File: config.mk
export PLATFORM = sky130hd
export DESIGN_NAME = scanrun_coalescer
export DESIGN_NICKNAME = d
export VERILOG_FILES = /design/src/rtl/scanrun_pkg.sv /design/src/rtl/scanrun_ctrl.sv /design/src/rtl/scanrun_tracker.sv /design/src/rtl/scanrun_outbuf.sv /design/src/rtl/scanrun_coalescer.sv
export SDC_FILE = /design/constraint.sdc
export NUM_CORES = 1
export LEC_CHECK = 0
export ABC_AREA = 1
export ABC_CLOCK_PERIOD_IN_PS = 3000
export BUFFER_PORTS_ARGS = -buffer_cell sky130_fd_sc_hd__buf_2
export CORE_MARGIN = 2
export CORE_UTILIZATION = 40
export DETAILED_ROUTE_END_ITERATION = 10
export PLACE_DENSITY_LB_ADDON = 0.25
export SLEW_MARGIN = 0
export SYNTH_ARGS = -nofsm -noshare
export SYNTH_HDL_FRONTEND = slang
export SYNTH_SLANG_ARGS = --single-unit
File: constraint.sdc
create_clock -name clk -period 3 [get_ports clk]
set_input_delay 0.15 -clock clk [delete_from_list [all_inputs] [get_ports clk]]
set_output_delay 0.15 -clock clk [all_outputs]
set_load 0.05 [all_outputs]
File: src/rtl/scanrun_pkg.sv
package scanrun_pkg;
   typedef enum logic [1:0] {
      ST_IDLE = 2'd0,
      ST_SCAN = 2'd1,
      ST_FULL = 2'd2,
      ST_FIN  = 2'd3
   } scan_state_t;

   function automatic bit width_ok(input int lw, input int cw);
      return (lw >= 2) && (lw <= 16) && (cw >= 1) && (cw <= 16);
   endfunction
endpackage

File: src/rtl/scanrun_ctrl.sv
module scanrun_ctrl
   import scanrun_pkg::*;
#(
   parameter int LINE_W = 12,
   parameter int COL_W  = 12
) (
   input  logic              clk,
   input  logic              rst_n,
   input  logic              start_i,
   input  logic              full_i,
   input  logic [LINE_W-1:0] height_i,
   input  logic [COL_W-1:0]  width_i,
   input  logic              dirty_valid_i,
   input  logic              can_push_i,
   input  logic              out_empty_i,
   output logic              dirty_ready_o,
   output logic              accept_o,
   output logic              clear_o,
   output logic              last_o,
   output logic [LINE_W-1:0] line_o,
   output logic [LINE_W-1:0] height_o,
   output logic [COL_W-1:0]  width_o,
   output logic              full_push_o,
   output logic              done_o
);
   scan_state_t       state_q, state_d;
   logic [LINE_W-1:0] line_q, height_q;
   logic [COL_W-1:0]  width_q;
   logic              full_q;
   logic              take_start;

   assign take_start    = (state_q == ST_IDLE) && start_i;
   assign dirty_ready_o = (state_q == ST_SCAN) && can_push_i;
   assign accept_o      = dirty_ready_o && dirty_valid_i;
   assign last_o        = (line_q == height_q - 1'b1);
   assign full_push_o   = (state_q == ST_FULL) && can_push_i;
   assign done_o        = (state_q == ST_FIN) && out_empty_i;
   assign clear_o       = take_start;
   assign line_o        = line_q;
   assign height_o      = height_q;
   assign width_o       = width_q;

   always_comb begin
      state_d = state_q;
      unique case (state_q)
         ST_IDLE: if (start_i) begin
            if (full_i)                state_d = ST_FULL;
            else if (height_i == '0)   state_d = ST_FIN;
            else                       state_d = ST_SCAN;
         end
         ST_SCAN: if (accept_o && last_o) state_d = ST_FIN;
         ST_FULL: if (full_push_o)        state_d = ST_FIN;
         ST_FIN:  if (out_empty_i)        state_d = ST_IDLE;
         default:                         state_d = ST_IDLE;
      endcase
   end

   always_ff @(posedge clk or negedge rst_n) begin
      if (!rst_n) begin
         state_q  <= ST_IDLE;
         line_q   <= '0;
         height_q <= '0;
         width_q  <= '0;
         full_q   <= 1'b0;
      end else begin
         state_q <= state_d;
         if (take_start) begin
            line_q   <= '0;
            height_q <= height_i;
            width_q  <= width_i;
            full_q   <= full_i;
         end else if (accept_o && !last_o) begin
            line_q <= line_q + 1'b1;
         end
      end
   end

   // a full-repaint frame never asks for line flags
   a_r6_full_no_scan: assert property (@(posedge clk) disable iff (!rst_n)
      (full_q && state_q != ST_IDLE) |-> !dirty_ready_o);
   // done is a single-cycle pulse
   a_r10_done_pulse: assert property (@(posedge clk) disable iff (!rst_n)
      done_o |=> !done_o);
   // a busy frame keeps its captured height
   a_r9_height_held: assert property (@(posedge clk) disable iff (!rst_n)
      (state_q != ST_IDLE) |=> $stable(height_q));
endmodule

File: src/rtl/scanrun_tracker.sv
module scanrun_tracker #(
   parameter int LINE_W = 12
) (
   input  logic              clk,
   input  logic              rst_n,
   input  logic              clear_i,
   input  logic              accept_i,
   input  logic              bit_i,
   input  logic              last_i,
   input  logic [LINE_W-1:0] line_i,
   input  logic [LINE_W-1:0] height_i,
   output logic              push_o,
   output logic [LINE_W-1:0] push_y_o,
   output logic [LINE_W-1:0] push_n_o
);
   logic              open_q;
   logic [LINE_W-1:0] first_q;
   logic [LINE_W-1:0] first_eff;
   logic              closing, flushing;

   assign first_eff = open_q ? first_q : line_i;
   assign closing   = accept_i && !bit_i && open_q;
   assign flushing  = accept_i && bit_i && last_i;
   assign push_o    = closing || flushing;
   assign push_y_o  = first_eff;
   assign push_n_o  = flushing ? (height_i - first_eff) : (line_i - first_q);

   always_ff @(posedge clk or negedge rst_n) begin
      if (!rst_n) begin
         open_q  <= 1'b0;
         first_q <= '0;
      end else if (clear_i) begin
         open_q  <= 1'b0;
         first_q <= '0;
      end else if (accept_i) begin
         if (last_i)                begin open_q <= 1'b0; end
         else if (bit_i && !open_q) begin open_q <= 1'b1; first_q <= line_i; end
         else if (!bit_i)           begin open_q <= 1'b0; end
      end
   end

   // an open stretch never starts beyond the current line
   a_r2_first_behind: assert property (@(posedge clk) disable iff (!rst_n)
      (open_q && !clear_i) |-> (first_q <= line_i));
   // a pushed count is never zero
   a_r3_nonzero: assert property (@(posedge clk) disable iff (!rst_n)
      push_o |-> (push_n_o != '0));
endmodule

File: src/rtl/scanrun_outbuf.sv
module scanrun_outbuf #(
   parameter int LINE_W = 12,
   parameter int COL_W  = 12
) (
   input  logic              clk,
   input  logic              rst_n,
   input  logic              push_i,
   input  logic [LINE_W-1:0] y_i,
   input  logic [LINE_W-1:0] n_i,
   input  logic [COL_W-1:0]  w_i,
   input  logic              ready_i,
   output logic              can_push_o,
   output logic              valid_o,
   output logic [LINE_W-1:0] y_o,
   output logic [LINE_W-1:0] n_o,
   output logic [COL_W-1:0]  w_o,
   output logic [COL_W-1:0]  x_o
);
   assign can_push_o = !valid_o || ready_i;
   assign x_o        = '0;

   always_ff @(posedge clk or negedge rst_n) begin
      if (!rst_n) begin
         valid_o <= 1'b0;
         y_o     <= '0;
         n_o     <= '0;
         w_o     <= '0;
      end else if (push_i && can_push_o) begin
         valid_o <= 1'b1;
         y_o     <= y_i;
         n_o     <= n_i;
         w_o     <= w_i;
      end else if (ready_i) begin
         valid_o <= 1'b0;
      end
   end

   // a waiting record stays presented and frozen
   a_r8_hold: assert property (@(posedge clk) disable iff (!rst_n)
      (valid_o && !ready_i) |=> (valid_o && $stable(y_o) && $stable(n_o) && $stable(w_o)));
   // nothing is pushed into an occupied buffer
   a_r8_no_overwrite: assert property (@(posedge clk) disable iff (!rst_n)
      push_i |-> can_push_o);
endmodule

File: src/rtl/scanrun_coalescer.sv
module scanrun_coalescer
   import scanrun_pkg::*;
#(
   parameter int LINE_W = 12,
   parameter int COL_W  = 12
) (
   input  logic              clk,
   input  logic              rst_n,
   input  logic              start_i,
   input  logic              full_i,
   input  logic [LINE_W-1:0] height_i,
   input  logic [COL_W-1:0]  width_i,
   input  logic              dirty_valid_i,
   input  logic              dirty_bit_i,
   output logic              dirty_ready_o,
   output logic              rec_valid_o,
   input  logic              rec_ready_i,
   output logic [COL_W-1:0]  rec_x_o,
   output logic [LINE_W-1:0] rec_y_o,
   output logic [COL_W-1:0]  rec_w_o,
   output logic [LINE_W-1:0] rec_n_o,
   output logic              done_o
);
   localparam int SUM_W = LINE_W + 1;

   generate
      if (!width_ok(LINE_W, COL_W)) begin : g_bad_widths
         $error("scanrun_coalescer: LINE_W must be 2..16 and COL_W 1..16");
      end
   endgenerate

   logic              can_push, accept, clear, last, full_push;
   logic [LINE_W-1:0] line, height_q;
   logic [COL_W-1:0]  width_q;
   logic              trk_push;
   logic [LINE_W-1:0] trk_y, trk_n;
   logic              push;
   logic [LINE_W-1:0] push_y, push_n;

   scanrun_ctrl #(.LINE_W(LINE_W), .COL_W(COL_W)) u_ctrl (
      .clk(clk), .rst_n(rst_n), .start_i(start_i), .full_i(full_i),
      .height_i(height_i), .width_i(width_i), .dirty_valid_i(dirty_valid_i),
      .can_push_i(can_push), .out_empty_i(!rec_valid_o),
      .dirty_ready_o(dirty_ready_o), .accept_o(accept), .clear_o(clear),
      .last_o(last), .line_o(line), .height_o(height_q), .width_o(width_q),
      .full_push_o(full_push), .done_o(done_o)
   );

   scanrun_tracker #(.LINE_W(LINE_W)) u_trk (
      .clk(clk), .rst_n(rst_n), .clear_i(clear), .accept_i(accept),
      .bit_i(dirty_bit_i), .last_i(last), .line_i(line), .height_i(height_q),
      .push_o(trk_push), .push_y_o(trk_y), .push_n_o(trk_n)
   );

   assign push   = trk_push || full_push;
   assign push_y = full_push ? '0 : trk_y;
   assign push_n = full_push ? height_q : trk_n;

   scanrun_outbuf #(.LINE_W(LINE_W), .COL_W(COL_W)) u_out (
      .clk(clk), .rst_n(rst_n), .push_i(push), .y_i(push_y), .n_i(push_n),
      .w_i(width_q), .ready_i(rec_ready_i), .can_push_o(can_push),
      .valid_o(rec_valid_o), .y_o(rec_y_o), .n_o(rec_n_o), .w_o(rec_w_o),
      .x_o(rec_x_o)
   );

   // every record fits inside the frame height
   a_r4_fits: assert property (@(posedge clk) disable iff (!rst_n)
      rec_valid_o |-> ({1'b0, rec_y_o} + {1'b0, rec_n_o} <= SUM_W'(height_q)));
   // the line scan waits while a record is refused
   a_r8_stall: assert property (@(posedge clk) disable iff (!rst_n)
      (rec_valid_o && !rec_ready_i) |-> !dirty_ready_o);
   // done only once the record buffer is empty
   a_r10_done_empty: assert property (@(posedge clk) disable iff (!rst_n)
      done_o |-> !rec_valid_o);
   // records start at column 0
   a_r5_col_zero: assert property (@(posedge clk) disable iff (!rst_n)
      rec_valid_o |-> (rec_x_o == '0));
endmodule

==> implementation parameters <==
Parameter                              Value

Outcome
  Outcome ... finished, final reports clean

Route
  Final routed wire length divided by cell count ... ~16 microns
  Total detailed-routing wirelength ... around 18000 microns
  Post-detailed-route via-to-cell ratio ... 5.10
  Iteration count of the initial detailed-routing pass ... 5
  DRC violations left ... 0
  Iteration-0 DRC Markers ... 553
  DR vias ... ~5.7k
  Number of antenna-violating nets in the routed design ... 0

Worst setup path
  Critical Path, Cell by Cell ... inv_1 -> ha_1 -> nand2_1 -> nor2_2 -> nand2_1 -> nand2_1 -> nand2_1 -> nand2_1 -> nand3_1 -> nor2_1 -> inv_1 -> nor2_2 -> nand3_1 -> nand2_1 -> nand2_1 -> a21oi_1
  Crit path capture type ... flip-flop
  Arrival time reported for the critical path endpoint ... 3.00 ns
  Highest fanout seen on the critical path ... 12
  Buffers plus inverters on the worst setup path ... 2
  Worst path required time ... ~3.3 ns
  Worst path top cell family by delay ... simple AND/OR/NAND/NOR gates
  Most frequent cell on the critical path ... sky130_fd_sc_hd__nand2_1
  Category of the most critical setup path ... flip-flop to flip-flop
  Slowest stage cell on the critical path ... sky130_fd_sc_hd__nor2_2
  Delay of the slowest cell on the worst path ... 0.42 ns
  Nature of the critical path startpoint ... flip-flop

Timing
  Slew at the pin with the worst max-slew slack ... 0.659 ns
  Number of hold violations in the final report ... 0
  Count of final max-slew check failures ... 0
  Worst rel slew slack ... 55.7%
  Setup TNS after final layout ... 0 ns
  Worst-case hold slack ... 0.0106 ns
  Final setup violation count ... 0
  Setup skew after layout ... between 0.005 and 0.006 ns
  Final period utilization ... between 90% and 100%
  Shortest period the worst path allows ... 2.71 ns
  Maximum clock frequency ... ~370 MHz
  RSZ-0062 raised after global routing ... false

Floorplanning
  Total core area ... ~0.015 sq mm
  Die outline height ... about 130 microns
  Die outline area ... approximately 0.016 sq mm
  Initial standard-cell utilization of the core ... about two fifths
  Cell row count ... 45
  I/O pin count ... 82
  Die span in x ... about 130 microns

Clock tree
  Clock-pin slew on the worst setup and hold paths ... about 0.07 ns
  Source-to-sink clock delay at the later pin of the worst-skew pair ... about 0.36 ns
  Hold buffer count at CTS ... 12
  Max Root-Sink Buffers ... 2
  Buffer count from post-CTS setup fixing ... 0
  CTS Sinks ... roughly 90
  Master cell of the clock root buffer ... sky130_fd_sc_hd__clkbuf_16
  CTS H-tree lvls ... 3
  Post-cts sizing count ... 0
  Number of buffers inserted during clock tree synthesis ... 9
  TritonCTS clock tree ... built

Layout
  Antenna fix cells ... 0
  Register cell area after layout ... 0.00220 sq mm
  Post-synthesis to final-layout area growth ... 15.3%
  Proportion of layout cells with a drive suffix above 1 ... 17.3%
  Nets ... between 900 and 1k
  Layout filler cell count ... 1544
  Multi-input gate area ... ~0.0034 sq mm

Worst hold path
  Worst hold-check path type ... primary input to flip-flop

Power
  Worst supply voltage drop on vdd ... 507 uV
  Cell Pwr Density ... ~1400 mW/mm^2
  Cell leakage power ... 3.65 nW
  Power Total ... between 9 and 10 mW

Yosys
  Synth Register Bits ... slightly below 90
  Gate count after technology mapping ... ~840
  Mean area per synthesized cell ... about 7.3 sq um
  Yosys warnings ... 0
  Proportion of netlist area held by the largest area contributor ... roughly 36%
  Post-synth EDFFs ... 0
  Biggest area consumer among synthesized cells ... sky130_fd_sc_hd__dfrtp_1
  Share of synthesized registers carrying an async set or reset ... 100%
  Most frequently used flop master after synthesis ... sky130_fd_sc_hd__dfrtp_1
  Portion of the post-synthesis area used by sequential elements ... ~36%
  Library cells used by synthesis ... 45
  Post-synth design cell area ... about 0.0061 sq mm
  Synth top area cells ... sky130_fd_sc_hd__dfrtp_1, sky130_fd_sc_hd__nand2_1, sky130_fd_sc_hd__nand3_1, sky130_fd_sc_hd__ha_1, sky130_fd_sc_hd__inv_1

Job
  Max capacitance violation total ... 0

GRT
  GR Overflow Total ... 0
  Antenna violations before repair ... 0
  Maximum number of pins on one net before global-route repair ... 48
  First-pass GRT wire length ... a little under 30000 microns
  All-layer global routing usage ... 23.6%
  Vias in the first global route ... about 5.4k

Place
  Weighted congestion at the end of routability-driven global placement ... about 0.95
  Port Buffer Count ... just under 70
  Half-perimeter wire length after detailed placement ... around 14000 microns
layout by cell type, fill, tap and decap left out, drive strengths merged:
master and n:
xor2 19, xnor2 11, ha 29, mux2i 1, nor2 67, dlygate4sd3 12
o2111ai 2, o21ai 57, bufinv 1, o31ai 1, o211ai 2, inv 78
o22ai 1, clkinv 3, dfrtp 88, a21oi 25, clkbuf 9, nand4 10
nor3 6, fa 2, buf 85, nand3 80, clkinvlp 1, conb 12
o21a 1, a31oi 2, nor4 7, nand2 309, a21o 2, o21bai 1
or2 1
area by class of cell:
cell class	instances	area share, %
clock buffers	9	3.21
clock inverters	7	1.10
inverters	76	4.13
multi-input cells	648	48.3
flip-flops and latches	88	31.4
well taps	188	3.35
repair buffers	97	8.55
state kept, by name, summed over array words and instances (netlist names):
name and count:
u_ctrl.height_o 12, u_ctrl.line_o 12, u_ctrl.width_o 12, u_out.n_o 12, u_out.w_o 12, u_out.y_o 12, u_trk.first_q 12, u_ctrl.state_q 2
u_out.valid_o 1, u_trk.open_q 1
worst reg2reg max path, stage by stage (launching register included):
cell and delay, ns:
sky130_fd_sc_hd__dfrtp_1 0.41, sky130_fd_sc_hd__inv_1 0.19, sky130_fd_sc_hd__ha_1 0.27, sky130_fd_sc_hd__nand2_1 0.10, sky130_fd_sc_hd__nor2_2 0.19, sky130_fd_sc_hd__nand2_1 0.08
sky130_fd_sc_hd__nand2_1 0.08, sky130_fd_sc_hd__nand2_1 0.05, sky130_fd_sc_hd__nand2_1 0.07, sky130_fd_sc_hd__nand3_1 0.07, sky130_fd_sc_hd__nor2_1 0.17, sky130_fd_sc_hd__inv_1 0.07
sky130_fd_sc_hd__nor2_2 0.42, sky130_fd_sc_hd__nand3_1 0.17, sky130_fd_sc_hd__nand2_1 0.10, sky130_fd_sc_hd__nand2_1 0.05, sky130_fd_sc_hd__a21oi_1 0.14
metal layers:
metal | GRT usage, % | share of wire, % | routed length [microns]
met3 | 3.52 | 3.8 | 693
met4 | 9.11 | 3.2 | 576
met5 | 0 | 0 | 0
met2 | 37.2 | 45 | 8260
met1 | 32.8 | 48 | 8720
path summary, 6_finish.rpt:
path	start	end	slack, ns	cells past startpoint
max	u_ctrl.height_o[1]	u_out.n_o[4]	0.29	16
min	width_i[10]	u_ctrl.width_o[10]	0.01	3
max reg2reg	u_ctrl.height_o[1]	u_out.n_o[4]	0.29	16
min reg2reg	u_out.w_o[6]	u_out.w_o[6]	0.46	2
max in group asynchronous	rst_n	u_ctrl.state_q[0]	2.02	3
min in group asynchronous	rst_n	u_out.y_o[6]	0.33	2
stage by stage:
step | std cells | setup slack (ns) | instance area (sq um) | util [%]
2_1_floorplan | 848 | 0.217 | 6130 | -
3_3_place_gp | 1085 | 0.410 | 6600 | 43.9
3_5_place_dp | 1085 | 0.324 | 6600 | 43.9
4_1_cts | 1113 | 0.307 | 7020 | 46.7
5_1_grt | 1113 | 0.0200 | 7020 | 46.7
6_report | 1113 | 0.289 | 7020 | 46.7
cell families after synthesis:
family / count (synthesis) / synth area share (%)
DFF: 88 / 36.2
buffers and inverters: 112 / 8.85
other: 1 / 0.0616
AOI/OAI and AO/OA: 94 / 9.57
muxes: 1 / 0.164
adders and majority gates: 31 / 6.61
xor gates and xnor gates: 30 / 4.31
and+or+nand+nor: 480 / 34.3
Yosys cell counts (2+ instances only):
| cell | number |
|---|---|
| sky130_fd_sc_hd__nand2_1 | 288 |
| sky130_fd_sc_hd__a31oi_1 | 2 |
| sky130_fd_sc_hd__xor2_1 | 19 |
| sky130_fd_sc_hd__nand4_1 | 9 |
| sky130_fd_sc_hd__buf_6 | 5 |
| sky130_fd_sc_hd__nand3_1 | 78 |
| sky130_fd_sc_hd__nor2_2 | 2 |
| sky130_fd_sc_hd__nor2_4 | 4 |
| sky130_fd_sc_hd__buf_2 | 3 |
| sky130_fd_sc_hd__o2111ai_1 | 2 |
| sky130_fd_sc_hd__buf_4 | 14 |
| sky130_fd_sc_hd__nand3_2 | 2 |
| sky130_fd_sc_hd__dfrtp_1 | 88 |
| sky130_fd_sc_hd__xnor2_1 | 11 |
| sky130_fd_sc_hd__nand2_4 | 4 |
| sky130_fd_sc_hd__nor2_1 | 61 |
| sky130_fd_sc_hd__o21ai_1 | 10 |
| sky130_fd_sc_hd__fa_1 | 2 |
| sky130_fd_sc_hd__ha_1 | 29 |
| sky130_fd_sc_hd__a21o_1 | 2 |
| sky130_fd_sc_hd__buf_1 | 2 |
| sky130_fd_sc_hd__a21oi_1 | 25 |
| sky130_fd_sc_hd__inv_2 | 7 |
| sky130_fd_sc_hd__nand2_2 | 17 |
| sky130_fd_sc_hd__nor4_1 | 7 |
| sky130_fd_sc_hd__nor3_1 | 6 |
| sky130_fd_sc_hd__inv_1 | 67 |
| sky130_fd_sc_hd__o21ai_2 | 18 |
| sky130_fd_sc_hd__o21ai_0 | 28 |
| sky130_fd_sc_hd__clkbuf_1 | 10 |
power by group:
group          switching (mW)  total [mW]  internal, mW
clock network           0.524        1.18         0.655
logic                    4.24        6.22          1.98
registers               0.444        2.09          1.65
total                    5.21        9.49          4.28
Note: power is estimated with default switching activity, not from simulation.
